`src/rtl/sacc_pkg.sv`:
```
package sacc_pkg;
    localparam int FP_W     = 32;
    localparam int EXP_W    = 8;
    localparam int FRAC_W   = 23;
    localparam int SIG_W    = FRAC_W + 1;
    localparam int EXP_ALL1 = (1 << EXP_W) - 1;
    localparam int SHIFT_W  = EXP_W;
    // magnitude bits of the largest finite operand at 2^-149 resolution
    localparam int MAG_W    = SIG_W + EXP_ALL1 - 2;

    typedef enum logic [2:0] {
        K_ZERO = 3'd0,
        K_SUB  = 3'd1,
        K_NORM = 3'd2,
        K_INF  = 3'd3,
        K_NAN  = 3'd4
    } kind_e;

    typedef struct packed {
        logic                neg;
        kind_e               kind;
        logic [SIG_W-1:0]    sig;
        logic [SHIFT_W-1:0]  shift;
    } opnd_t;
endpackage

```
`src/rtl/sacc_unpack.sv`:
```
module sacc_unpack
    import sacc_pkg::*;
(
    input  logic [FP_W-1:0] bits_i,
    output opnd_t           opnd_o
);
    logic [EXP_W-1:0]  exp_f;
    logic [FRAC_W-1:0] frac_f;

    always_comb begin
        exp_f        = bits_i[FP_W-2 -: EXP_W];
        frac_f       = bits_i[FRAC_W-1:0];
        opnd_o.neg   = bits_i[FP_W-1];
        opnd_o.sig   = '0;
        opnd_o.shift = '0;
        if (exp_f == '0) begin
            opnd_o.kind = (frac_f == '0) ? K_ZERO : K_SUB;
            opnd_o.sig  = {1'b0, frac_f};
        end else if (exp_f == EXP_W'(EXP_ALL1)) begin
            opnd_o.kind = (frac_f == '0) ? K_INF : K_NAN;
        end else begin
            opnd_o.kind  = K_NORM;
            opnd_o.sig   = {1'b1, frac_f};
            opnd_o.shift = exp_f - SHIFT_W'(1);
        end
    end
endmodule

```
`src/rtl/sacc_align.sv`:
```
module sacc_align
    import sacc_pkg::*;
#(
    parameter int ACC_W = MAG_W + 9
)(
    input  opnd_t             opnd_i,
    output logic [ACC_W-1:0]  term_o
);
    localparam int PAD_W = ACC_W - SIG_W;

    logic [ACC_W-1:0] mag;
    logic             finite_nz;

    always_comb begin
        finite_nz = (opnd_i.kind == K_SUB) || (opnd_i.kind == K_NORM);
        mag       = '0;
        if (finite_nz) begin
            mag = {{PAD_W{1'b0}}, opnd_i.sig} << opnd_i.shift;
        end
        term_o = opnd_i.neg ? (~mag + ACC_W'(1)) : mag;
    end
endmodule

```
`src/rtl/sacc_flags.sv`:
```
module sacc_flags
    import sacc_pkg::*;
(
    input  logic  clk,
    input  logic  rst_n,
    input  logic  clear_i,
    input  logic  take_i,
    input  opnd_t opnd_i,
    output logic  nan_o,
    output logic  pos_inf_o,
    output logic  neg_inf_o,
    output logic  invalid_o,
    output logic  zero_seen_o,
    output logic  zero_neg_o
);
    typedef struct packed {
        logic nan;
        logic pinf;
        logic ninf;
        logic invalid;
        logic zseen;
        logic zneg;
    } flag_t;

    flag_t st_d, st_q;

    always_comb begin
        st_d = st_q;
        if (clear_i) begin
            st_d = '0;
        end else if (take_i) begin
            unique case (opnd_i.kind)
                K_NAN: st_d.nan = 1'b1;
                K_INF: begin
                    if (opnd_i.neg) st_d.ninf = 1'b1;
                    else            st_d.pinf = 1'b1;
                end
                K_ZERO: begin
                    st_d.zneg  = st_q.zseen ? (st_q.zneg & opnd_i.neg) : opnd_i.neg;
                    st_d.zseen = 1'b1;
                end
                default: ;
            endcase
            st_d.invalid = st_q.invalid | (st_d.pinf & st_d.ninf);
        end
    end

    always_ff @(posedge clk or negedge rst_n) begin
        if (!rst_n) st_q <= '0;
        else        st_q <= st_d;
    end

    assign nan_o       = st_q.nan;
    assign pos_inf_o   = st_q.pinf;
    assign neg_inf_o   = st_q.ninf;
    assign invalid_o   = st_q.invalid;
    assign zero_seen_o = st_q.zseen;
    assign zero_neg_o  = st_q.zneg;

    AST_ZNEG_NEEDS_SEEN: assert property (@(posedge clk) disable iff (!rst_n)
        st_q.zneg |-> st_q.zseen);
    AST_NAN_STICKY: assert property (@(posedge clk) disable iff (!rst_n)
        (st_q.nan && !clear_i) |=> st_q.nan);
    AST_INVALID_PAIR: assert property (@(posedge clk) disable iff (!rst_n)
        (st_q.pinf && st_q.ninf) |-> st_q.invalid);
endmodule

```
`src/rtl/sacc_fp32_top.sv`:
```
module sacc_fp32_top
    import sacc_pkg::*;
#(
    parameter int MAX_PARTS = 256
)(
    input  logic                                  clk,
    input  logic                                  rst_n,
    input  logic                                  clear_i,
    input  logic                                  in_valid_i,
    output logic                                  in_ready_o,
    input  logic [31:0]                           in_data_i,
    output logic [MAG_W+$clog2(MAX_PARTS):0]      sum_o,
    output logic                                  nan_o,
    output logic                                  pos_inf_o,
    output logic                                  neg_inf_o,
    output logic                                  invalid_o,
    output logic                                  zero_seen_o,
    output logic                                  zero_neg_o
);
    localparam int HEAD_W = $clog2(MAX_PARTS);
    localparam int ACC_W  = MAG_W + HEAD_W + 1;

    opnd_t            opnd;
    logic [ACC_W-1:0] term;
    logic             take;
    logic [ACC_W-1:0] sum_d, sum_q;

    sacc_unpack u_unpack (
        .bits_i (in_data_i),
        .opnd_o (opnd)
    );

    sacc_align #(.ACC_W(ACC_W)) u_align (
        .opnd_i (opnd),
        .term_o (term)
    );

    assign in_ready_o = ~clear_i;
    assign take       = in_valid_i & in_ready_o;

    always_comb begin
        sum_d = sum_q;
        if (clear_i)   sum_d = '0;
        else if (take) sum_d = sum_q + term;
    end

    always_ff @(posedge clk or negedge rst_n) begin
        if (!rst_n) sum_q <= '0;
        else        sum_q <= sum_d;
    end

    assign sum_o = sum_q;

    sacc_flags u_flags (
        .clk         (clk),
        .rst_n       (rst_n),
        .clear_i     (clear_i),
        .take_i      (take),
        .opnd_i      (opnd),
        .nan_o       (nan_o),
        .pos_inf_o   (pos_inf_o),
        .neg_inf_o   (neg_inf_o),
        .invalid_o   (invalid_o),
        .zero_seen_o (zero_seen_o),
        .zero_neg_o  (zero_neg_o)
    );

    AST_CLEAR_EMPTIES: assert property (@(posedge clk) disable iff (!rst_n)
        clear_i |=> (sum_o == '0 && !nan_o && !pos_inf_o && !neg_inf_o
                     && !invalid_o && !zero_seen_o && !zero_neg_o));
    AST_SPECIAL_NO_DEPOSIT: assert property (@(posedge clk) disable iff (!rst_n)
        (take && (opnd.kind == K_NAN || opnd.kind == K_INF || opnd.kind == K_ZERO))
        |=> $stable(sum_o));
    AST_IDLE_HOLDS: assert property (@(posedge clk) disable iff (!rst_n)
        (!in_valid_i && !clear_i) |=> $stable(sum_o));
    AST_NO_OVERFLOW: assert property (@(posedge clk) disable iff (!rst_n)
        (take && (opnd.kind == K_NORM || opnd.kind == K_SUB)
         && (sum_o[ACC_W-1] == opnd.neg) && (sum_o != '0))
        |=> (sum_o[ACC_W-1] == $past(opnd.neg)));
endmodule

```
`config.mk`:
```
export PLATFORM = sky130hd
export DESIGN_NAME = sacc_fp32_top
export DESIGN_NICKNAME = d
export VERILOG_FILES = /design/src/rtl/sacc_pkg.sv /design/src/rtl/sacc_unpack.sv /design/src/rtl/sacc_align.sv /design/src/rtl/sacc_flags.sv /design/src/rtl/sacc_fp32_top.sv
export SDC_FILE = /design/constraint.sdc
export NUM_CORES = 2
export LEC_CHECK = 0
export BUFFER_PORTS_ARGS = -buffer_cell sky130_fd_sc_hd__buf_2
export CAP_MARGIN = 20
export CORE_UTILIZATION = 30
export DETAILED_ROUTE_END_ITERATION = 8
export PLACE_DENSITY = 0.53
export SYNTH_ARGS = -nofsm -noshare
export SYNTH_HDL_FRONTEND = slang
export SYNTH_SLANG_ARGS = --single-unit
```
`constraint.sdc`:
```
create_clock -name clk -period 7.3 [get_ports clk]
set_input_delay 0.365 -clock clk [delete_from_list [all_inputs] [get_ports clk]]
set_output_delay 0.365 -clock clk [all_outputs]
set_load 0.02 [all_outputs]
```
# Yosys cells after proc, flatten, opt, wreduce, memory -nomap -nowiden
# Cells that the tools add are included.
dict set report word_totals {
  ramBits 0
  latchBits 0
  inputBits 36
  n_memories 0
  rom_bits 0
  ff_bits 292
}
dict set report op_classes {
  n_bitwise 6
  multipliers 0
  n_lt_le_gt_ge 0
  n_eq_ne 5
  shift 1
  mux 20
  n_reduce_logical 9
  n_addsub 3
  div_mod_pow 0
}
# cell count
set ops {}
lappend ops {{$mux W286} 4}
lappend ops {{$add A286 B1 Y286 const B} 1}
lappend ops {{$add A286 B286 Y286} 1}
lappend ops {{$not A286 Y286} 1}
lappend ops {{$shl A24 B8 Y286} 1}
lappend ops {{$mux W32} 1}
lappend ops {{$mux W27} 1}
lappend ops {{$logic_not A23 Y1} 1}
lappend ops {{$mux W6} 2}
lappend ops {{$eq A8 B8 Y1 const B} 1}
lappend ops {{$logic_not A8 Y1} 1}
lappend ops {{$mux W2} 4}
lappend ops {{$mux W8} 1}
lappend ops {{$sub A8 B1 Y8 const B} 1}
lappend ops {{$eq A3 B2 Y1 const B} 2}
lappend ops {{$mux W3} 2}
lappend ops {{$reduce_bool A2 Y1} 3}
lappend ops {{$mux W1} 5}
lappend ops {{$reduce_and A2 Y1} 2}
lappend ops {{$and A1 B1 Y1} 3}
lappend ops {{$eq A3 B1 Y1 const B} 1}
lappend ops {{$eq A3 B3 Y1 const B} 1}
lappend ops {{$logic_not A3 Y1} 1}
lappend ops {{$logic_or A1 B1 Y1} 1}
lappend ops {{2 further kinds} 2}

# Depth between registers and ports, before layout
dict set report depth {
  word_depth 13
  ltp_mapped 51
  ltp_nobuf 45
}

# Modules after synthesis
# A second synthesis with hierarchy kept.
dict set report unflattened {
  cells_unflattened 7162
  hier_area_um2 48694.2
}
# mod cells_each area_per_inst_um2 seq_area_each_um2 instances
set by_module_without_submodules {}
lappend by_module_without_submodules {sacc_fp32_top 4416 31794.2 7156.9 1}
lappend by_module_without_submodules {sacc_align 2650 16173.0 0.0 1}
lappend by_module_without_submodules {sacc_unpack 70 446.7 0.0 1}
lappend by_module_without_submodules {sacc_flags 26 280.3 150.1 1}

# Least setup slack after synthesis
# OpenSTA, ideal clock, no wires.
dict set report synth_path {
  path_kind {input-to-reg}
  startpoint {in in_data_i[23]}
  endpoint {reg sum_q[283] (netlist: sum_o[283])}
  setup_slack_ns -3.568
  path_stages 44
  path_buffers 7
  required_time_ns 7.217
  setup_time_ns 0.083
  t_arrival_ns 10.786
  path_cell_list {buf_2 -> clkinv_1 -> ha_1 -> buf_2 -> nor4b_2 -> nand2_2 -> nand3_1 -> buf_6 -> mux2i_1 -> o22a_1 -> mux2i_2 -> mux2i_4 -> o21ai_1 -> or4_1 -> buf_2 -> or4b_4 -> o21ai_4 -> nand4bb_4 -> [8 not listed] -> o31ai_2 -> xnor2_1 -> ha_1 -> clkbuf_1 -> nand2_1 -> nor3_1 -> nand2_1 -> or4_1 -> o21ai_0 -> a31oi_1 -> o31ai_1 -> nand3_1 -> nand3_1 -> a31oi_1 -> o41ai_1 -> a21oi_1 -> xor2_1 -> o21ai_0}
}
dict set report synth_between {
  elab_chain_len 12
  elab_cells_between_ends 18
  cone_classes {add/sub: 3; eq/ne: 3; shift: 1; mux: 8; bitwise: 1; reduce/logical: 2}
}
# element line
set synth_rtl {}
lappend synth_rtl {{start: declaration} sacc_fp32_top.sv:11} ;# input logic [31:0] in_data_i,
lappend synth_rtl {{parallel branches: the longest is 5 deep, another holds $sub A8 B1 Y8} --}
lappend synth_rtl {{$mux W286 (*)} sacc_align.sv:17} ;# if (finite_nz) begin
lappend synth_rtl {{$not A286 Y286} sacc_align.sv:20} ;# term_o = opnd_i.neg ? (~mag + ACC_W'(1)) : mag;
lappend synth_rtl {{$add A286 B1 Y286} sacc_align.sv:20}
lappend synth_rtl {{$mux W286 (*)} sacc_align.sv:20}
lappend synth_rtl {{$add A286 B286 Y286 (*)} sacc_fp32_top.sv:44} ;# else if (take) sum_d = sum_q + term;
lappend synth_rtl {{$mux W286 (*)} sacc_fp32_top.sv:44}
lappend synth_rtl {{$mux W286 (*)} sacc_fp32_top.sv:43} ;# if (clear_i) sum_d = '0;
lappend synth_rtl {{end signal: assignment} sacc_fp32_top.sv:49} ;# else sum_q <= sum_d;
lappend synth_rtl {{end: declaration} sacc_fp32_top.sv:26} ;# logic [ACC_W-1:0] sum_d, sum_q;
# Every way passes the cells marked *. The select of a mux whose other input is x is not followed.
# A chain may end at the register's enable or synchronous reset.

# Final worst setup path
dict set report layout_path {
  startpoint {in in_data_i[24]}
  endpoint {reg sum_q[285] (netlist: sum_o[285])}
}
# The elaborated chain is that of the path after synthesis.

==> metrics <==
f_max=104 MHz; CP max-delay cell=or4_4; Sequential Power Share=12.7%; Num CTS Buffers=46; Crit path largest cell delay=about 0.62 ns; synthesized net count=a little under 7,000; CP max FO=15; WP data arrival=10.22 ns; flops & latches, synth=292; Final HPWL DP=239,000 um; die height=385 um; CTS H-tree lvls=2; Yosys top cell area share=16.6%; DP Area=67,500 um^2; CP Data Required Time=7.87 ns; synth-to-layout area growth=67.6%; initial core utilization=30.2%; clk_lat worst skew=0.66 ns; via count of the routed design=63,300; PortBufs=328; CP Launch Type=primary input; die area=approximately 150,000 um^2; Pre-Repair DR Iteration Count=6; Slew headroom=between 20% and 30%; Vias/cell=5.64; flop-to-flop setup slack=1.96 ns; cell count after synthesis=approximately 6,500; minimum clock period=9.65 ns; vias in the first global route=between 60,000 and 70,000; element type at the critical path end=flop; share of layout cells above drive strength 1=42.0%; drt drc=0; Syn Area/Cell=approximately 6.8 um^2; 1st-iter DRT viols=around 6,500; Fillers=~15,000; combinational power share=75.5%; Reg clk slew, reported paths=0.08 ns; # setup viols final=206; Pint=between 10 and 15 mW; io pins=329; Peak supply drop=0.220 mV; CTS Buffer Depth=3; final WL=slightly below 300,000 um; first-pass GRT wire length=418,000 um; unrepaired setup endpoints after global routing=yes; final instance area=~74,000 um^2; Async SR Flop Fraction=100%; core footprint=between 100,000 and 150,000 um^2; WL/cell=approximately 26 um; DRT antenna net count=0; Tot GR Track Use=38.2%; Netlist Area Pre-Place=around 44,000 um^2; Clk network pwr share=a little under an eighth; status=finished, violations left; Least-Margin Pin Slew=1.15 ns; Unique masters post-synth=between 100 and 150; tightest hold margin=0.111 ns; leakage=35.4 nW; # nets final=roughly 9,600; top cells by count, synth=nor2_1, nand2_1, a21oi_1, o21ai_0, clkbuf_1; root buf cell=clkbuf_16; worst setup margin=-2.35 ns; P_sw=9.61 mW; Row Count=140; register area=between 7000 and 8000 um^2; power density cells=roughly 270 nW/um^2; switch share=48.5%; Min-Delay Path Class=in2reg; failing checks=negative setup slack; routability congestion estimate=~1.2; maxcap violations=0; CTS tree=yes; kind of critical path=in2reg; clock skew=roughly 0.036 ns; die extent in x=385 um; multi-input logic area=between 30,000 and 40,000 um^2; final number of max-transition violations=0; initial antenna violation count=12; CTS sink cnt=~290; Synth warnings=0; Synth area leader=dfrtp_1; fin crit share=132%; largest net degree at the start of global routing=115; total congestion overflow=0; predominant post-synthesis flop cell=dfrtp_1; post-synthesis sequential area ratio=16.6%; number of enable flip-flop cells after synthesis=0; top-count cell post-synth=nor2_1; Hold Vio Cnt, Final=0; top cells by area, synth=dfrtp_1, ha_1, a21oi_1, o21ai_0, nor2_1
final timing paths:
kind	startpoint	to	cells after the start
min in group asynchronous	rst_n	sum_o[112]	2
max in group asynchronous	rst_n	sum_o[282]	3
max reg2reg	sum_o[0]	sum_o[208]	26
min	clear_i	u_flags.zero_seen_o	2
min reg2reg	sum_o[277]	sum_o[277]	2
max	in_data_i[24]	sum_o[285]	41
flip-flops by register name, summed over array words and instances (netlist names):
name and count:
sum_o 286, u_flags.pos_inf_o 1, u_flags.invalid_o 1, u_flags.nan_o 1, u_flags.zero_seen_o 1, u_flags.zero_neg_o 1, u_flags.neg_inf_o 1
metrics by stage:
step                power [mW]  util, %  setup WS, ns  setup TNS, ns  std cells
floorplan                 8.55        -         -2.80        -261.00       6454
detailed placement        15.8     46.3         -3.65        -519.66      11000
global placement          15.8     46.3         -3.53        -497.24      11000
finish                    19.8     50.6         -2.35        -247.94      11200
CTS                       19.1     49.8         -2.26        -213.09      11200
global route              20.8     50.6         -2.57        -304.07      11200
critical path: cells and delay by family:
family | cells | cell delay [ns]
compound gates | 11 | 2.30
xor+xnor | 2 | 0.25
fa+ha+maj | 2 | 0.47
buf+inv | 7 | 0.91
mux | 1 | 0.30
simple gates | 18 | 5.54
layout by cell type (no fill, tap or decap), types with 108 or more instances in the layout:
cell type	synthesis	routed
buf_4	13	2725
nand2_1	817	787
nor2_1	825	776
a21oi_1	713	614
o21ai_0	621	484
buf_2	19	324
dfrtp_1	292	292
ha_1	301	286
xnor2_1	297	262
nand4_1	195	195
mux2i_1	171	159
xor2_1	160	151
inv_1	152	150
a21o_1	118	118
nor3_1	144	115
nand3_1	122	110
o21bai_1	116	108
metal layers:
metal  GRT usage (%)  share of wire (%)
met5               0              0.042
met4            17.9                5.5
met3            8.11                8.5
met2            59.4                 43
met1            50.2                 43
power by group through the flow:
stage / Combinational [mW] / Clock, mW / Sequential (mW)
6_report: 14.9 / 2.35 / 2.51
5_1_grt: 15.8 / 2.46 / 2.54
4_1_cts: 14.2 / 2.41 / 2.51
3_5_place_dp: 13.3 / 0 / 2.52
3_3_place_gp: 13.2 / 0 / 2.52
2_1_floorplan: 5.80 / 0 / 2.75
cell type report:
cell class	count	area share, %
multi-input cells	5606	51.8
flip-flops and latches	292	9.90
well taps	1917	3.25
clock buffers	59	1.73
repair buffers	3171	32.1
diodes	5	0.0170
inverters	155	0.812
clock inverters	27	0.363
logic make-up (layout without fill, tap and decap cells):
family / Yosys count / after routing / share of synthesized area, %
compound gates: 2223 / 2223 / 31.1
xor+xnor: 457 / 457 / 9.09
fa+ha+maj: 302 / 302 / 8.60
buf+inv: 556 / 3412 / 5.07
flops: 292 / 292 / 16.6
mux: 178 / 178 / 4.15
other cells: 0 / 5 / 0
simple gates: 2446 / 2446 / 25.4
repair_timing:
action,4_1_cts,5_1_grt
setup buffers,132,49
endpoints found under the hold margin,56,0
endpoints found under the setup margin,223,222
pin swaps,241,145
cloned,2,0
gates resized for setup,582,202
hold buffers,1,0
(Power assumes the default switching activity.)
